File: src/rtl/agu_pkg.sv
// Shared encodings for the address generation unit.
// Assumes eight general registers and six segment registers.
package agu_pkg;
    localparam int GPR_W = 3;
    localparam int SEG_W = 3;

    localparam logic [GPR_W-1:0] GPR_EBX = 3'd3;
    localparam logic [GPR_W-1:0] GPR_ESP = 3'd4;
    localparam logic [GPR_W-1:0] GPR_EBP = 3'd5;
    localparam logic [GPR_W-1:0] GPR_ESI = 3'd6;
    localparam logic [GPR_W-1:0] GPR_EDI = 3'd7;

    localparam logic [SEG_W-1:0] SEG_ES  = 3'd0;
    localparam logic [SEG_W-1:0] SEG_CS  = 3'd1;
    localparam logic [SEG_W-1:0] SEG_SS  = 3'd2;
    localparam logic [SEG_W-1:0] SEG_DS  = 3'd3;
    localparam logic [SEG_W-1:0] SEG_GS  = 3'd5;

    localparam logic [1:0] REF_DATA   = 2'd0;
    localparam logic [1:0] REF_CODE   = 2'd1;
    localparam logic [1:0] REF_STACK  = 2'd2;
    localparam logic [1:0] REF_STRDST = 2'd3;

    localparam logic [1:0] DSZ_NONE = 2'd0;
    localparam logic [1:0] DSZ_8    = 2'd1;
    localparam logic [1:0] DSZ_16   = 2'd2;
endpackage

File: src/rtl/agu_ea_calc.sv
// Effective address adder: base + scaled index + sign-extended displacement.
// Assumes DATA_W >= 16; in 16-bit mode the sum is cut to 16 bits and scaling is off.
module agu_ea_calc #(
    parameter int DATA_W   = 32,
    parameter int NUM_GPR  = 8,
    localparam int SEL_W   = $clog2(NUM_GPR)
) (
    input  logic [NUM_GPR*DATA_W-1:0] gpr_flat,
    input  logic                      base_en,
    input  logic [SEL_W-1:0]          base_sel,
    input  logic                      index_en,
    input  logic [SEL_W-1:0]          index_sel,
    input  logic [1:0]                scale,
    input  logic [DATA_W-1:0]         disp,
    input  logic [1:0]                disp_size,
    input  logic                      addr16,
    output logic [DATA_W-1:0]         ea
);
    import agu_pkg::*;

    logic [DATA_W-1:0] base_v, idx_v, scaled_v, disp_x, sum_v;

    // Select terms, extend displacement, add and wrap.
    always_comb begin
        base_v = base_en  ? gpr_flat[base_sel*DATA_W +: DATA_W]  : '0;
        idx_v  = index_en ? gpr_flat[index_sel*DATA_W +: DATA_W] : '0;
        case (disp_size)
            DSZ_NONE: disp_x = '0;
            DSZ_8:    disp_x = {{(DATA_W-8){disp[7]}}, disp[7:0]};
            DSZ_16:   disp_x = {{(DATA_W-16){disp[15]}}, disp[15:0]};
            default:  disp_x = disp;
        endcase
        scaled_v = addr16 ? idx_v : (idx_v << scale);
        sum_v    = base_v + scaled_v + disp_x;
        ea       = addr16 ? {{(DATA_W-16){1'b0}}, sum_v[15:0]} : sum_v;
    end
endmodule

File: src/rtl/agu_reg_legal.sv
// Flags register choices that the active address size forbids.
// Assumes the fixed register codes of agu_pkg.
module agu_reg_legal (
    input  logic       base_en,
    input  logic [2:0] base_sel,
    input  logic       index_en,
    input  logic [2:0] index_sel,
    input  logic       addr16,
    output logic       illegal
);
    import agu_pkg::*;

    logic bad_base16, bad_idx16, bad_idx32;

    // Compare the chosen registers against the legal sets of each mode.
    always_comb begin
        bad_base16 = base_en  && (base_sel != GPR_EBX) && (base_sel != GPR_EBP);
        bad_idx16  = index_en && (index_sel != GPR_ESI) && (index_sel != GPR_EDI);
        bad_idx32  = index_en && (index_sel == GPR_ESP);
        illegal    = addr16 ? (bad_base16 || bad_idx16) : bad_idx32;
    end
endmodule

File: src/rtl/agu_seg_sel.sv
// Chooses the segment from reference type, base register and override.
// Assumes override codes above GS are not real segments and are ignored.
module agu_seg_sel (
    input  logic [1:0] ref_kind,
    input  logic       base_en,
    input  logic [2:0] base_sel,
    input  logic       ovr_en,
    input  logic [2:0] ovr_seg,
    output logic [2:0] seg
);
    import agu_pkg::*;

    logic [2:0] data_dflt;

    // Fixed segment for non-data kinds, default or override for data.
    always_comb begin
        data_dflt = (base_en && (base_sel == GPR_ESP || base_sel == GPR_EBP)) ? SEG_SS : SEG_DS;
        case (ref_kind)
            REF_CODE:   seg = SEG_CS;
            REF_STACK:  seg = SEG_SS;
            REF_STRDST: seg = SEG_ES;
            default:    seg = (ovr_en && ovr_seg <= SEG_GS) ? ovr_seg : data_dflt;
        endcase
    end
endmodule

File: src/rtl/addr_gen_unit.sv
// Top of the address generation unit: effective address, segment choice,
// linear address, one output register stage.
// Assumes seg_base_flat holds one base per segment code 0..NUM_SEG-1.
module addr_gen_unit #(
    parameter int DATA_W  = 32,
    parameter int NUM_GPR = 8,
    parameter int NUM_SEG = 6,
    localparam int SEL_W  = $clog2(NUM_GPR),
    localparam int SEGC_W = $clog2(NUM_SEG)
) (
    input  logic                      clk,
    input  logic                      rst_n,
    input  logic                      valid_in,
    input  logic [NUM_GPR*DATA_W-1:0] gpr_flat,
    input  logic [NUM_SEG*DATA_W-1:0] seg_base_flat,
    input  logic                      base_en,
    input  logic [SEL_W-1:0]          base_sel,
    input  logic                      index_en,
    input  logic [SEL_W-1:0]          index_sel,
    input  logic [1:0]                scale,
    input  logic [DATA_W-1:0]         disp,
    input  logic [1:0]                disp_size,
    input  logic [1:0]                ref_kind,
    input  logic                      ovr_en,
    input  logic [SEGC_W-1:0]         ovr_seg,
    input  logic                      addr16,
    output logic                      valid_out,
    output logic [DATA_W-1:0]         ea_out,
    output logic [SEGC_W-1:0]         seg_out,
    output logic [DATA_W-1:0]         lin_out,
    output logic                      err_out
);
    logic [DATA_W-1:0] ea_c, lin_c;
    logic [SEGC_W-1:0] seg_c;
    logic              illegal_c;

    agu_ea_calc #(.DATA_W(DATA_W), .NUM_GPR(NUM_GPR)) u_ea (
        .gpr_flat(gpr_flat), .base_en(base_en), .base_sel(base_sel),
        .index_en(index_en), .index_sel(index_sel), .scale(scale),
        .disp(disp), .disp_size(disp_size), .addr16(addr16), .ea(ea_c)
    );

    agu_reg_legal u_legal (
        .base_en(base_en), .base_sel(base_sel), .index_en(index_en),
        .index_sel(index_sel), .addr16(addr16), .illegal(illegal_c)
    );

    agu_seg_sel u_seg (
        .ref_kind(ref_kind), .base_en(base_en), .base_sel(base_sel),
        .ovr_en(ovr_en), .ovr_seg(ovr_seg), .seg(seg_c)
    );

    // Add the chosen segment base to the effective address.
    always_comb lin_c = seg_base_flat[seg_c*DATA_W +: DATA_W] + ea_c;

    // Output stage: capture on a request, zero addresses on error.
    always_ff @(posedge clk) begin
        if (!rst_n) begin
            valid_out <= 1'b0;
            ea_out    <= '0;
            seg_out   <= '0;
            lin_out   <= '0;
            err_out   <= 1'b0;
        end else begin
            valid_out <= valid_in;
            if (valid_in) begin
                ea_out  <= illegal_c ? '0 : ea_c;
                lin_out <= illegal_c ? '0 : lin_c;
                seg_out <= seg_c;
                err_out <= illegal_c;
            end
        end
    end
endmodule

File: config.mk
export PLATFORM = sky130hd
export DESIGN_NAME = addr_gen_unit
export DESIGN_NICKNAME = d
export VERILOG_FILES = /design/src/rtl/agu_pkg.sv /design/src/rtl/agu_ea_calc.sv /design/src/rtl/agu_reg_legal.sv /design/src/rtl/agu_seg_sel.sv /design/src/rtl/addr_gen_unit.sv
export SDC_FILE = /design/constraint.sdc
export NUM_CORES = 1
export LEC_CHECK = 0
export BUFFER_PORTS_ARGS = -buffer_cell sky130_fd_sc_hd__buf_2
export CAP_MARGIN = 0
export CORE_AREA = 2 2 219 221
export CTS_CLUSTER_DIAMETER = 150
export DETAILED_ROUTE_END_ITERATION = 8
export DIE_AREA = 0 0 221 223
export PLACE_DENSITY = 0.57
export SLEW_MARGIN = 20
export SYNTH_ARGS = -nofsm -noshare
export SYNTH_HDL_FRONTEND = slang
export SYNTH_SLANG_ARGS = --single-unit
File: constraint.sdc
create_clock -name clk -period 9 [get_ports clk]
set_input_delay 1.35 -clock clk [delete_from_list [all_inputs] [get_ports clk]]
set_output_delay 1.35 -clock clk [all_outputs]
set_load 0.02 [all_outputs]
## Yosys cells after proc, flatten, opt, wreduce, memory -nomap -nowiden

Cells that the tools add are included.

| storage, ports and cells | value |
|---|---|
| output and inout bits | 69 |
| bits of input ports | 502 |
| flip-flop bits (word level) | 69 |
| logic and storage cells | 46 |

| cells by class | value |
|---|---|
| shifts and indexed selects | 4 |
| equal/unequal tests | 12 |
| add/sub/neg operators | 3 |
| magnitude comparators | 1 |
| reductions and logical operators | 10 |
| multiplexer cells | 11 |

Operator list:

| kind | count |
|---|---|
| 256-bit by 9-bit variable part select with 32-bit output | 2 |
| 32-bit two-way mux | 6 |
| 192-bit by 9-bit variable part select with 32-bit output | 1 |
| 32-bit adder | 3 |
| 32-bit case mux with 3 select lines | 1 |
| 32-bit by 2-bit << shifter with 32-bit output | 1 |
| 3-bit equality test (second input constant) | 3 |
| 3-bit inequality test (second input constant) | 3 |
| 3-bit case mux with 3 select lines | 1 |
| 1-bit logical AND | 7 |
| 2-bit equality test (second input constant) | 3 |
| 2-bit by 1-bit equality test with 1-bit output (second input constant) | 2 |
| 3-bit <= comparator (second input constant) | 1 |
| 3-bit two-way mux | 1 |
| 3-bit by 2-bit inequality test with 1-bit output (second input constant) | 1 |
| 2-bit zero test | 1 |
| 1-bit logical OR | 2 |
| 1-bit two-way mux | 2 |

## Logic depth before layout (Yosys ltp)

| logic depth | value |
|---|---|
| depth after elaboration | 9 |
| mapped depth | 34 |
| gate-level depth less buffers | 30 |

## Hierarchy

Synthesis repeated with hierarchy kept, for this count alone.

| second synthesis, totals | value |
|---|---|
| cells, all modules | 1516 |
| area total of the unflattened synthesis | 13375.3 um2 |

By module, submodules not included:

| module | sequential area each (um2) | area each (um2) | times used | cells each |
|---|---|---|---|---|
| agu_ea_calc | 0.0 | 7612.3 | 1 | 855 |
| addr_gen_unit | 1381.3 | 5662.9 | 1 | 644 |
| agu_seg_sel | 0.0 | 55.1 | 1 | 9 |
| agu_reg_legal | 0.0 | 45.0 | 1 | 8 |

## Worst setup path after synthesis

OpenSTA, ideal clock, no wires.

| timing path | value |
|---|---|
| path type | input-to-reg |
| from | in index_sel[1] |
| to | reg lin_out[31] |
| data required time | 8.937 ns |
| stages | 33 |
| path buffers | 4 |
| slack | 1.105 ns |
| library setup time | 0.063 ns |
| data arrival time | 7.833 ns |
| cells stage by stage | buf_2 clkbuf_1 clkbuf_1 mux4_2 nand2_1 nand2_1 nand2_1 o21ai_0 nor2_1 nor2_1 o21ai_0 fa_1 inv_1 ha_1 or4_1 a21oi_1 a21oi_1 a21o_1 a21oi_1 o21ai_0 a21boi_1 xor2_1 nor2_1 ha_1 buf_6 a21oi_1 o21ai_1 a221o_1 a311oi_1 a31oi_4 a311o_1 a211o_1 nand3_1 |

| on the way | value |
|---|---|
| longest elaborated chain between the ends | 9 |
| elaborated cells on any way between the ends | 17 |
| classes of those cells | add/sub (3); eq/ne (3); shift (2); mux (5); reduce/logical (4) |

RTL lines:

| what | RTL line | RTL |
|---|---|---|
| start: declaration | addr_gen_unit.sv:19 | `input logic [SEL_W-1:0] index_sel,` |
| 256-bit by 9-bit variable part select with 32-bit output | agu_ea_calc.sv:26 | `idx_v = index_en ? gpr_flat[index_sel*DATA_W +: DATA_W] : '0;` |
| 32-bit two-way mux | agu_ea_calc.sv:26 |  |
| 32-bit by 2-bit << shifter with 32-bit output | agu_ea_calc.sv:33 | `scaled_v = addr16 ? idx_v : (idx_v << scale);` |
| 32-bit two-way mux | agu_ea_calc.sv:33 |  |
| 32-bit adder (2 in a row) | agu_ea_calc.sv:34 | `sum_v = base_v + scaled_v + disp_x;` |
| 32-bit two-way mux | agu_ea_calc.sv:35 | `ea = addr16 ? {{(DATA_W-16){1'b0}}, sum_v[15:0]} : sum_v;` |
| 32-bit adder | addr_gen_unit.sv:54 | `always_comb lin_c = seg_base_flat[seg_c*DATA_W +: DATA_W] + ea_c;` |
| 32-bit two-way mux * | addr_gen_unit.sv:68 | `lin_out <= illegal_c ? '0 : lin_c;` |
| end signal: assignment | addr_gen_unit.sv:68 |  |
| end: declaration | addr_gen_unit.sv:30 | `output logic [DATA_W-1:0] lin_out,` |

Mark *: on every way between the ends. The rest lies on a longest branch, timed or not.
A chain may end at the register's enable or synchronous reset.

## Final worst setup path

| timing path | value |
|---|---|
| from | in index_sel[0] |
| to | reg lin_out[31] |

The elaborated chain is that of the path after synthesis.

==> qor.txt <==
Simple-gate area share of the yosys netlist: 0.172
CP Class: input port to register
DRT Wirelength: 59,500 µm
Period utilization: 0.912
H-tree depth reported by CTS: 3
CTS Sinks: 69
Clock Tree Buf Depth: 2
Place WS: 328 ps
Gr ovfl total: 0
Drt drc: 0
Final setup fails: 0
Final worst setup slack: 789 ps
Routed len/inst: 22.3 µm
Synthesis-to-layout area growth: 29.4%
Setup Fix Bufs, Post-CTS: 0
Post-Syn Nets: 2,122
Hold Buf Count CTS: 0
Fin area: 16,900 µm²
Compound-cell area share of the yosys netlist: 0.182
Register area share after synthesis: 0.106
I/O Buffers: 570
Core area: 47,100 µm²
Slew Viols, Final: 0
Slowest-stage cell, CP: a21boi_0
Design Power: 0.00290 W
CP arrival: 8490 ps
Yosys cell types: 72
Effective utilization at floorplan: 0.277
Via density: 5.35
Post-synth EDFFs: 0
Vias in the first global route: 14,463
Multiplexer area fraction after synthesis: 0.336
Status: completed
Critical path's largest stage delay: 540 ps
Post-Syn Instances: 1,526
Hold Crit Class: register to register
Static Leak: 7.88 nW
Top-area cell type share of the netlist area: 0.274
Top-count cell post-synth: nand2_1
Largest net degree at the start of global routing: 66
CTS Buf Count: 9
CP startpoint kind: input port
Worst skew pair latency: 340 ps
Final ANT Viol Nets: 0
Number of buffers and inverters on the critical path: 2
Post-Synth Adder-Cell Area: 0.109
Synth cell count leaders: nand2_1 (215), mux4_2 (159), nor2_1 (146), a21oi_1 (96), o21ai_0 (96)
Synth Area in XOR/XNOR: 0.0355
Filler Cell Count: 4,981
Rows: 80
Resized Gates After CTS: 0
Yosys top cell by area: mux4_2
Share of layout cells above drive strength 1: 0.408
Endpoints failing hold: 0
Dpl cell area: 16,600 µm²
RSZ-0062 raised after global routing: false
Worst VDD drop: 0.0791 mV
Synth area leaders: mux4_2 (27%), dfxtp_1 (11%), nand2_1 (6.2%), ha_1 (5.8%), fa_1 (5.1%)
Worst path top cell family by delay: compound AO/OA/AOI/OAI gates
Ys Warns: 0
Slew HR: 0.439
Syn avg cell area: 8.56 µm²
Max-cap violations: 0
Vias: 14,291
Async S/R FF share, synth: 0
Initial antenna violation count: 27
Largest family of logic cells by synthesized area: multiplexers
Root buffer cell: clkbuf_16
Mapped Area: 13,100 µm²
Post-layout nets: 2,633
Clock transition at the registers of the reported paths: 60 ps
Power per standard cell area: 172 nW/µm²
Final core occ: 0.359
Worst EP required: 9280 ps
TritonCTS clock tree: done
Global-route wire length before repair: 88,700 µm
Layout Skew: 0 ps
Fmax: 0.122 GHz
Die area: 49,300 µm²
Crit-path max FO: 19
Die X: 221 µm
I/O pin cnt: 571
Ys flop type: dfxtp_1
Tmin final: 8210 ps
RePlAce Congestion: 0.941
Crit. End Element: register
GR Util All Layers: 0.233
Number of DRC markers in iteration 0: 856
Sum of negative setup slack: 0 ps
Worst-margin pin slew: 839 ps
Drt pass-1 iters: 5
DP HPWL: 52,000 µm
Post-synthesis register bit count: 69
Die Y: 223 µm
[logic make-up (layout without fill, tap and decap cells)]
kind of cell    Yosys count  in the layout
flops                    69             69
fa+ha+maj                94             94
simple gates            509            509
compound gates          368            368
other cells               0             14
mux                     235            235
buf+inv                 198            714
xor+xnor                 53             53
[worst register-to-register path: cells and delay by family (launching register included)]
family	cells	cell delay, ps
DFF	1	370
AOI/OAI and AO/OA	1	250
and+or+nand+nor	1	140
[cell usage in the layout, fill, tap and decap left out, types with 7 or more instances in the layout]
master,instances
a211oi_1,11
a21boi_0,7
a21o_1,21
a21oi_1,95
a22o_1,19
a22oi_1,23
and2_1,22
and3_1,9
buf_2,568
buf_4,41
clkbuf_16,9
dfxtp_1,69
diode_2,14
fa_1,33
ha_1,61
inv_1,85
mux2_2,34
mux2i_1,42
mux4_2,159
nand2_1,215
nand3_1,40
nand4_1,8
nor2_1,145
nor2b_1,30
nor3_1,10
o211ai_1,7
o21a_1,7
o21ai_0,96
o21ai_1,9
o21bai_1,8
o31ai_1,13
xnor2_1,34
xor2_1,19
[path summary, 6_finish.rpt]
path | endpoint | slack [ps] | startpoint | cells after the start
hold / removal | ea_out[19]$_SDFFE_PN0P_ | 450 | ea_out[19]$_SDFFE_PN0P_ | 2
setup / recovery | lin_out[31]$_SDFFE_PN0P_ | 790 | index_sel[0] | 28
hold reg to reg | ea_out[19]$_SDFFE_PN0P_ | 450 | ea_out[19]$_SDFFE_PN0P_ | 2
setup reg to reg | lin_out[27]$_SDFFE_PN0P_ | 8130 | lin_out[27]$_SDFFE_PN0P_ | 2
[area by class of cell]
type / instances / area (µm²) / share of cell area
Multi-Input combinational cell: 1259 / 10900 / 0.646
Timing Repair Buffer: 610 / 3170 / 0.187
Sequential cell: 69 / 1380 / 0.0817
Tap cell: 615 / 769 / 0.0455
Inverter: 88 / 330 / 0.0195
Clock buffer: 10 / 229 / 0.0135
Clock inverter: 6 / 72.6 / 0.00429
Antenna cell: 14 / 35.0 / 0.00207
[metrics by stage]
| step | std cells | hold WS, ps |
|---|---|---|
| after floorplan | 1526 | 523 |
| after global placement | 2641 | 433 |
| after detailed placement | 2641 | 438 |
| after CTS | 2657 | 452 |
| after global routing | 2668 | 473 |
| final | 2671 | 450 |
[per-layer routing]
metal,vias up,routed length [µm],global-route usage
li1,6700,-,-
met4,12,2130,0.0911
met2,580,31000,0.438
met5,-,74,0
met1,6920,23300,0.268
met3,79,2970,0.0296
[state kept, by name, indices dropped and copies added (netlist names)]
| name | cells |
|---|---|
| seg_out | 3 |
| lin_out | 32 |
| err_out | 1 |
| ea_out | 32 |
| valid_out | 1 |
[where the power goes]
part / internal (W) / switching [W]
clock: 0.000217 / 0.000152
combinational: 0.000903 / 0.00122
sequential: 0.000371 / 0.0000386
(Power assumes the default switching activity.)
